===== src/rtl/mdio_phy_pkg.sv =====
package mdio_phy_pkg;

   typedef enum logic [2:0] {
      S_PRE, S_ST, S_OP, S_PA, S_RA, S_TA, S_DAT
   } mdio_state_t;

   localparam logic [1:0] OP_RD = 2'b10;
   localparam logic [1:0] OP_WR = 2'b01;

   // register indices whose behaviour is fixed by the PHY model
   localparam int REG_CTRL   = 0;
   localparam int REG_STATUS = 1;
   localparam int REG_ID_HI  = 2;
   localparam int REG_ID_LO  = 3;
   localparam int REG_ADV    = 4;
   localparam int REG_LPA    = 5;
   localparam int REG_DIAG   = 18;

   localparam logic [15:0] STATUS_UP = 16'h782C;
   localparam logic [15:0] LPA_FIXED = 16'h4001;
   localparam logic [15:0] LPA_MASK  = 16'h01E0;

endpackage


===== src/rtl/mdio_edge_sync.sv =====
module mdio_edge_sync #(
   parameter int STAGES = 2
) (
   input  logic clk,
   input  logic rst_n,
   input  logic mdc_raw,
   input  logic mdio_raw,
   output logic mdc_rise,
   output logic mdc_fall,
   output logic mdio_s
);

   generate
      if (STAGES < 2) begin : g_bad_stages
         $error("mdio_edge_sync: STAGES must be at least 2");
      end
   endgenerate

   logic [STAGES-1:0] mdc_pipe;
   logic [STAGES-1:0] dat_pipe;
   logic              mdc_prev;

   always_ff @(posedge clk or negedge rst_n) begin
      if (!rst_n) begin
         mdc_pipe <= '0;
         dat_pipe <= '0;
         mdc_prev <= 1'b0;
      end else begin
         mdc_pipe <= {mdc_pipe[STAGES-2:0], mdc_raw};
         dat_pipe <= {dat_pipe[STAGES-2:0], mdio_raw};
         mdc_prev <= mdc_pipe[STAGES-1];
      end
   end

   assign mdc_rise = mdc_pipe[STAGES-1] & ~mdc_prev;
   assign mdc_fall = ~mdc_pipe[STAGES-1] & mdc_prev;
   assign mdio_s   = dat_pipe[STAGES-1];

   a_r10_edges_exclusive: assert property (@(posedge clk) disable iff (!rst_n)
      !(mdc_rise && mdc_fall));

endmodule


===== src/rtl/mdio_phy_regs.sv =====
module mdio_phy_regs import mdio_phy_pkg::*; #(
   parameter int AW    = 5,
   parameter int DW    = 16,
   parameter int NREGS = 32
) (
   input  logic          clk,
   input  logic          rst_n,
   input  logic          link_up,
   input  logic          wr_en,
   input  logic [AW-1:0] wr_addr,
   input  logic [DW-1:0] wr_data,
   input  logic [AW-1:0] rd_addr,
   output logic [DW-1:0] rd_data
);

   generate
      if (NREGS != (1 << AW)) begin : g_bad_depth
         $error("mdio_phy_regs: NREGS must equal 2**AW");
      end
      if (NREGS <= REG_DIAG || DW != 16) begin : g_bad_shape
         $error("mdio_phy_regs: needs 16-bit registers and index 18");
      end
   endgenerate

   function automatic logic [DW-1:0] reset_value(input int idx);
      case (idx)
         REG_CTRL:  reset_value = DW'(16'h3100);
         REG_ID_HI: reset_value = DW'(16'h0300);
         REG_ID_LO: reset_value = DW'(16'hE400);
         REG_ADV:   reset_value = DW'(16'h01E1);
         default:   reset_value = '0;
      endcase
   endfunction

   logic [DW-1:0] mem [NREGS];

   for (genvar i = 0; i < NREGS; i++) begin : g_reg
      localparam logic [DW-1:0] RV = reset_value(i);
      logic [DW-1:0] q;
      always_ff @(posedge clk or negedge rst_n) begin
         if (!rst_n) begin
            q <= RV;
         end else if (wr_en && wr_addr == AW'(i)) begin
            q <= wr_data;
         end
      end
      assign mem[i] = q;
   end

   logic [DW-1:0] adv;
   assign adv = mem[REG_ADV];

   always_comb begin
      rd_data = mem[rd_addr];
      if (rd_addr == AW'(REG_STATUS)) begin
         rd_data = link_up ? STATUS_UP : '0;
      end else if (rd_addr == AW'(REG_LPA)) begin
         rd_data = LPA_FIXED | (adv & LPA_MASK);
      end else if (rd_addr == AW'(REG_DIAG)) begin
         rd_data = '0;
         if (link_up) begin
            rd_data[11] = adv[8] | adv[6];
            rd_data[10] = adv[7] | adv[8];
         end
      end
   end

   a_r4_write_lands: assert property (@(posedge clk) disable iff (!rst_n)
      (wr_en && wr_addr == AW'(7)) |=> mem[7] == $past(wr_data));

endmodule


===== src/rtl/mdio_frame_fsm.sv =====
module mdio_frame_fsm import mdio_phy_pkg::*; #(
   parameter int PRE_MIN = 32,
   parameter int AW      = 5,
   parameter int DW      = 16
) (
   input  logic          clk,
   input  logic          rst_n,
   input  logic          rise,
   input  logic          fall,
   input  logic          mdio_s,
   input  logic [AW-1:0] phy_addr,
   input  logic [DW-1:0] rd_data,
   output logic [AW-1:0] rd_addr,
   output logic          wr_en,
   output logic [AW-1:0] wr_addr,
   output logic [DW-1:0] wr_data,
   output logic          mdio_o,
   output logic          mdio_oe
);

   localparam int OW = $clog2(PRE_MIN + 1);
   localparam int CW = $clog2(DW);
   localparam logic [OW-1:0] PRE_LIM = OW'(PRE_MIN);
   localparam logic [CW-1:0] LAST_D  = CW'(DW - 1);
   localparam logic [CW-1:0] LAST_A  = CW'(AW - 1);

   generate
      if (PRE_MIN < 1 || AW < 2 || AW > DW) begin : g_bad_cfg
         $error("mdio_frame_fsm: illegal PRE_MIN/AW/DW combination");
      end
   endgenerate

   mdio_state_t   state;
   logic [OW-1:0] ones;
   logic [CW-1:0] cnt;
   logic [1:0]    op;
   logic [AW-1:0] pa;
   logic [AW-1:0] ra;
   logic [DW-1:0] sh;
   logic          rd_sel;

   assign rd_addr = ra;
   assign wr_addr = ra;

   always_ff @(posedge clk or negedge rst_n) begin
      if (!rst_n) begin
         state   <= S_PRE;
         ones    <= '0;
         cnt     <= '0;
         op      <= '0;
         pa      <= '0;
         ra      <= '0;
         sh      <= '0;
         rd_sel  <= 1'b0;
         wr_en   <= 1'b0;
         wr_data <= '0;
         mdio_o  <= 1'b0;
         mdio_oe <= 1'b0;
      end else begin
         wr_en <= 1'b0;
         if (rise) begin
            case (state)
               S_PRE: begin
                  if (mdio_s) begin
                     if (ones != PRE_LIM) ones <= ones + 1'b1;
                  end else begin
                     if (ones == PRE_LIM) state <= S_ST;
                     ones <= '0;
                  end
               end
               S_ST: begin
                  cnt   <= '0;
                  state <= mdio_s ? S_OP : S_PRE;
               end
               S_OP: begin
                  op <= {op[0], mdio_s};
                  if (cnt == CW'(1)) begin
                     cnt   <= '0;
                     state <= S_PA;
                  end else begin
                     cnt <= cnt + 1'b1;
                  end
               end
               S_PA: begin
                  pa <= {pa[AW-2:0], mdio_s};
                  if (cnt == LAST_A) begin
                     cnt   <= '0;
                     state <= S_RA;
                  end else begin
                     cnt <= cnt + 1'b1;
                  end
               end
               S_RA: begin
                  ra <= {ra[AW-2:0], mdio_s};
                  if (cnt == LAST_A) begin
                     cnt    <= '0;
                     state  <= S_TA;
                     rd_sel <= (op == OP_RD) && (pa == phy_addr);
                  end else begin
                     cnt <= cnt + 1'b1;
                  end
               end
               S_TA: begin
                  if (cnt == '0) begin
                     sh  <= rd_data;
                     cnt <= CW'(1);
                  end else begin
                     cnt   <= '0;
                     state <= S_DAT;
                  end
               end
               S_DAT: begin
                  if (!rd_sel) sh <= {sh[DW-2:0], mdio_s};
                  if (cnt == LAST_D) begin
                     cnt     <= '0;
                     ones    <= '0;
                     state   <= S_PRE;
                     rd_sel  <= 1'b0;
                     mdio_oe <= 1'b0;
                     if (op == OP_WR && pa == phy_addr) begin
                        wr_en   <= 1'b1;
                        wr_data <= {sh[DW-2:0], mdio_s};
                     end
                  end else begin
                     cnt <= cnt + 1'b1;
                  end
               end
               default: state <= S_PRE;
            endcase
         end else if (fall && rd_sel) begin
            if (state == S_TA && cnt == CW'(1)) begin
               mdio_oe <= 1'b1;
               mdio_o  <= 1'b0;
            end else if (state == S_DAT) begin
               mdio_o <= sh[DW-1];
               sh     <= {sh[DW-2:0], 1'b0};
            end
         end
      end
   end

   a_r10_oe_only_on_read: assert property (@(posedge clk) disable iff (!rst_n)
      mdio_oe |-> rd_sel);

   a_r10_launch_on_fall: assert property (@(posedge clk) disable iff (!rst_n)
      !$stable(mdio_o) |-> $past(fall));

   a_r1_short_preamble: assert property (@(posedge clk) disable iff (!rst_n)
      (state == S_PRE && rise && !mdio_s && ones != PRE_LIM) |=> state == S_PRE);

   a_r12_bad_start: assert property (@(posedge clk) disable iff (!rst_n)
      (state == S_ST && rise && !mdio_s) |=> state == S_PRE);

   a_r4_single_write_pulse: assert property (@(posedge clk) disable iff (!rst_n)
      wr_en |=> !wr_en);

endmodule


===== src/rtl/mdio_phy_slave.sv =====
module mdio_phy_slave #(
   parameter int PRE_MIN     = 32,
   parameter int AW          = 5,
   parameter int DW          = 16,
   parameter int NREGS       = 32,
   parameter int SYNC_STAGES = 2
) (
   input  logic          clk,
   input  logic          rst_n,
   input  logic [AW-1:0] phy_addr,
   input  logic          link_up,
   input  logic          mdc,
   input  logic          mdio_i,
   output logic          mdio_o,
   output logic          mdio_oe
);

   logic          rise, fall, mdio_s;
   logic          wr_en;
   logic [AW-1:0] wr_addr, rd_addr;
   logic [DW-1:0] wr_data, rd_data;

   mdio_edge_sync #(.STAGES(SYNC_STAGES)) u_sync (
      .clk      (clk),
      .rst_n    (rst_n),
      .mdc_raw  (mdc),
      .mdio_raw (mdio_i),
      .mdc_rise (rise),
      .mdc_fall (fall),
      .mdio_s   (mdio_s)
   );

   mdio_frame_fsm #(.PRE_MIN(PRE_MIN), .AW(AW), .DW(DW)) u_fsm (
      .clk      (clk),
      .rst_n    (rst_n),
      .rise     (rise),
      .fall     (fall),
      .mdio_s   (mdio_s),
      .phy_addr (phy_addr),
      .rd_data  (rd_data),
      .rd_addr  (rd_addr),
      .wr_en    (wr_en),
      .wr_addr  (wr_addr),
      .wr_data  (wr_data),
      .mdio_o   (mdio_o),
      .mdio_oe  (mdio_oe)
   );

   mdio_phy_regs #(.AW(AW), .DW(DW), .NREGS(NREGS)) u_regs (
      .clk     (clk),
      .rst_n   (rst_n),
      .link_up (link_up),
      .wr_en   (wr_en),
      .wr_addr (wr_addr),
      .wr_data (wr_data),
      .rd_addr (rd_addr),
      .rd_data (rd_data)
   );

endmodule


===== config.mk =====
export PLATFORM = sky130hd
export DESIGN_NAME = mdio_phy_slave
export DESIGN_NICKNAME = d
export VERILOG_FILES = /design/src/rtl/mdio_phy_pkg.sv /design/src/rtl/mdio_edge_sync.sv /design/src/rtl/mdio_phy_regs.sv /design/src/rtl/mdio_frame_fsm.sv /design/src/rtl/mdio_phy_slave.sv
export SDC_FILE = /design/constraint.sdc
export NUM_CORES = 1
export LEC_CHECK = 0
export BUFFER_PORTS_ARGS = -buffer_cell sky130_fd_sc_hd__buf_2
export CAP_MARGIN = 20
export CORE_AREA = 2 2 222 311
export CTS_CLUSTER_DIAMETER = 50
export DETAILED_ROUTE_END_ITERATION = 10
export DIE_AREA = 0 0 224 313
export GPL_ROUTABILITY_DRIVEN = 0
export PLACE_DENSITY_LB_ADDON = 0.12
export SYNTH_ARGS = -nofsm -noshare
export SYNTH_HDL_FRONTEND = slang
export SYNTH_SLANG_ARGS = --single-unit

===== constraint.sdc =====
create_clock -name clk -period 5.5 [get_ports clk]
set_clock_uncertainty 0.05 [all_clocks]
set_input_delay 1.1 -clock clk [delete_from_list [all_inputs] [get_ports clk]]
set_output_delay 1.1 -clock clk [all_outputs]
set_load 0.01 [all_outputs]

==> flow_metrics.env <==
export IMPL_status="finished, final reports clean"
export IMPL_final_common_cell="dfrtp_1"
export IMPL_cp_slowest_cell="nor2b_1"
export IMPL_seqPwrFrac_pct=50.0
export IMPL_synth_edf_count=0
export IMPL_die_h_um=313
export IMPL_crit_fanout=24
export IMPL_cp_cell_sequence="nor2b_1 -> nand3_1 -> nor2_2 -> mux2_2"
export IMPL_synthesis_nets=1853
export IMPL_htreeDepth=2
export IMPL_fin_crit_sh_pct=67.3
export IMPL_rsz0062_at_grt="false"
export IMPL_switching_power_mw=1.83
export IMPL_crit_arrival_ps=4160
export IMPL_finalNetCount=1819
export IMPL_gr_usage_met1_pct=27.9
export IMPL_end_kind="flop"
export IMPL_internal_power_mw=6.63
export IMPL_grtUsageMet2_pct=35.9
export IMPL_clk_insertion_delay_late_ps=640
export IMPL_synth_compound_area_share_pct=4.45
export IMPL_fin_util_pct=43.7
export IMPL_vdd_drop_max_mv=0.227
export IMPL_criticalPathCategory="flop to flop"
export IMPL_dpl_instance_area_um2=27500
export IMPL_cp_slowest_stage_delay_ps=970
export IMPL_p_per_area_nw_per_um2=287
export IMPL_async_flop_share_pct=100
export IMPL_yosys_area_share_simple_pct=4.44
export IMPL_cts_buffers=58
export IMPL_path_clk_slew_ps=60
export IMPL_core_area_um2=67400
export IMPL_routed_wl_mm=73.9
export IMPL_cap_viol_max_count=0
export IMPL_ys_seq_area_share_pct=53.9
export IMPL_clk_path_buf_depth=3
export IMPL_fillers=6078
export IMPL_fin_area_um2=29500
export IMPL_critPathTopFamily="simple AND/OR/NAND/NOR gates"
export IMPL_die_width_um=224
export IMPL_relSlewSlack_pct=23.3
export IMPL_first_global_vias=16700
export IMPL_area_growth_pct=10.6
export IMPL_synthMuxAreaShare_pct=33.6
export IMPL_final_seq_area_um2=14400
export IMPL_multi_input_area_um2=11400
export IMPL_grtUsageMet3_pct=3.14
export IMPL_syn_inst=1838
export IMPL_start_util_pct=39.5
export IMPL_hold_class="flop to flop"
export IMPL_power_share_clock_pct=48.5
export IMPL_synth_top_family_by_area="multiplexers"
export IMPL_post_place_ws_ps=1850
export IMPL_syn_area_per_cell_um2=14.5
export IMPL_combPwrFrac_pct=1.5
export IMPL_period_needed_ps=3700
export IMPL_layout_common_cells="557 x dfrtp_1, 541 x mux2_2, 102 x mux4_2, 61 x clkbuf_16, 58 x nand2_1"
export IMPL_fp_row_count=113
export IMPL_worstPathRequired_ps=5960
export IMPL_antenna_found_initial=1
export IMPL_drt_iter0_drc=1144
export IMPL_p_leak_nw=13.7
export IMPL_yosysUniqueCellTypes=72
export IMPL_worst_pin_slew_ps=1140
export IMPL_pin_count=12
export IMPL_finalPower_mw=8.46
export IMPL_ant_nets=0
export IMPL_die_area_um2=70100
export IMPL_layout_cells_non_filler=2717
export IMPL_holdWs_ps=307
export IMPL_vias_per_cell=5.83
export IMPL_synth_xor_area_share_pct=0.164
export IMPL_io_buffers=11
export IMPL_drcViolationCount=0
export IMPL_clockRootBuffer="clkbuf_16"
export IMPL_hold_buffers=0
export IMPL_yosys_warnings=0
export IMPL_grt_pass1_wl_mm=112
export IMPL_grt_start_max_net_pins=107
export IMPL_syn_cell_area_um2=26700
export IMPL_hold_viol_final=0
export IMPL_drt_pass1_iterations=5
export IMPL_post_cts_resized=0
export IMPL_setup_viol=0
export IMPL_cts_setup_buffers=0
export IMPL_cp_start_kind="flop"
export IMPL_fmax_mhz=270
export IMPL_power_switching_share_pct=21.7
export IMPL_vias=15800
export IMPL_cts_sinks=573
export IMPL_slew_violations=0
export IMPL_ys_flop_type="dfrtp_1"
export IMPL_drive_gt1_share_pct=45.2
export IMPL_layout_setup_ws_ps=1800
export IMPL_yosys_register_bits=573
export IMPL_place_inst=2605
export IMPL_synth_fa_ha_area_share_pct=0.235
export IMPL_cp_buffers_inverters=0
export IMPL_busiest_layer="met2"
export IMPL_fin_tns_setup_ps=0
export IMPL_cts_tree="yes"
export IMPL_wl_per_cell_um=27.2
export IMPL_gr_total_overflow=0
export IMPL_dp_hpwl_mm=47.6
export IMPL_gr_usage_all_layers_pct=21.4
## synthesized netlist by cell type, types with 14 or more instances
cell | count | area share, %
clkbuf_1 | 74 | 1.0
nand3_1 | 36 | 0.68
nor2_1 | 41 | 0.58
buf_2 | 53 | 0.99
mux4_2 | 102 | 8.6
o21ai_0 | 28 | 0.53
a21oi_1 | 23 | 0.43
mux2_2 | 541 | 23
a22oi_1 | 36 | 1.0
dfrtp_1 | 559 | 52
mux2i_1 | 51 | 1.9
nand2_1 | 58 | 0.82
dfstp_2 | 14 | 1.4
## cell type report
type | instances | share of cell area (%)
Multi-Input combinational cell | 1098 | 38.8
Tap cell | 862 | 3.66
Sequential cell | 573 | 48.7
Timing Repair Buffer | 60 | 1.96
Clock inverter | 17 | 0.607
Clock buffer | 92 | 6.11
Inverter | 13 | 0.165
Antenna cell | 2 | 0.0170
## path summary, 6_finish.rpt
kind | start | to | cells past startpoint | slack, ps
worst max-delay path | u_fsm.rd_addr[4]$_DFFE_PN0P_ | u_regs.g_reg[22].q[7]$_DFFE_PN0P_ | 4 | 1800
min in group asynchronous | rst_n | u_fsm.ones[3]$_DFFE_PN0P_ | 1 | 400
max in group asynchronous | rst_n | u_regs.g_reg[29].q[14]$_DFFE_PN0P_ | 2 | 3780
worst min-delay path | u_sync.mdc_pipe[0]$_DFF_PN0_ | u_sync.mdc_pipe[1]$_DFF_PN0_ | 0 | 310
worst max register to register | u_fsm.rd_addr[4]$_DFFE_PN0P_ | u_regs.g_reg[22].q[7]$_DFFE_PN0P_ | 4 | 1800
worst min register to register | u_sync.mdc_pipe[0]$_DFF_PN0_ | u_sync.mdc_pipe[1]$_DFF_PN0_ | 0 | 310
## layer usage
layer	wire (um)	share of wire (%)
met2	36800	50
met3	2810	3.8
met1	31300	42
met4	3060	4.1
met5	12	0.016
## cells by family after synthesis
logic type | after synthesis
multiplexers | 696
AO/OA/AOI/OAI | 168
flip-flops | 573
buffers and inverters | 167
XOR/XNOR | 5
AND/OR/NAND/NOR | 224
adder cells (fa/ha/maj) | 5
## sequential cells by signal, indices dropped and copies added, names as in the netlist
signal / cells
u_fsm.mdio_o: 1
u_regs.adv: 16
u_fsm.pa: 5
u_fsm.cnt: 4
u_fsm.rd_addr: 5
u_sync.dat_pipe: 2
u_fsm.wr_en: 1
u_sync.mdc_prev: 1
u_regs.g.q: 491
u_fsm.state: 3
u_fsm.op: 2
u_sync.mdc_pipe: 2
u_fsm.mdio_oe: 1
u_fsm.rd_sel: 1
u_fsm.ones: 6
u_fsm.wr_data: 16
u_fsm.sh: 16
## power groups by stage
| stage | clock network, mW | logic, mW | registers (mW) |
|---|---|---|---|
| 3_3_place_gp | 0 | 0.130 | 4.30 |
| 5_1_grt | 4.38 | 0.149 | 4.23 |
| 6_report | 4.11 | 0.127 | 4.23 |
| 3_5_place_dp | 0 | 0.135 | 4.30 |
| 4_1_cts | 4.22 | 0.135 | 4.23 |
| 2_1_floorplan | 0 | 0.0214 | 4.30 |
Power figures use the tool's default switching activity.
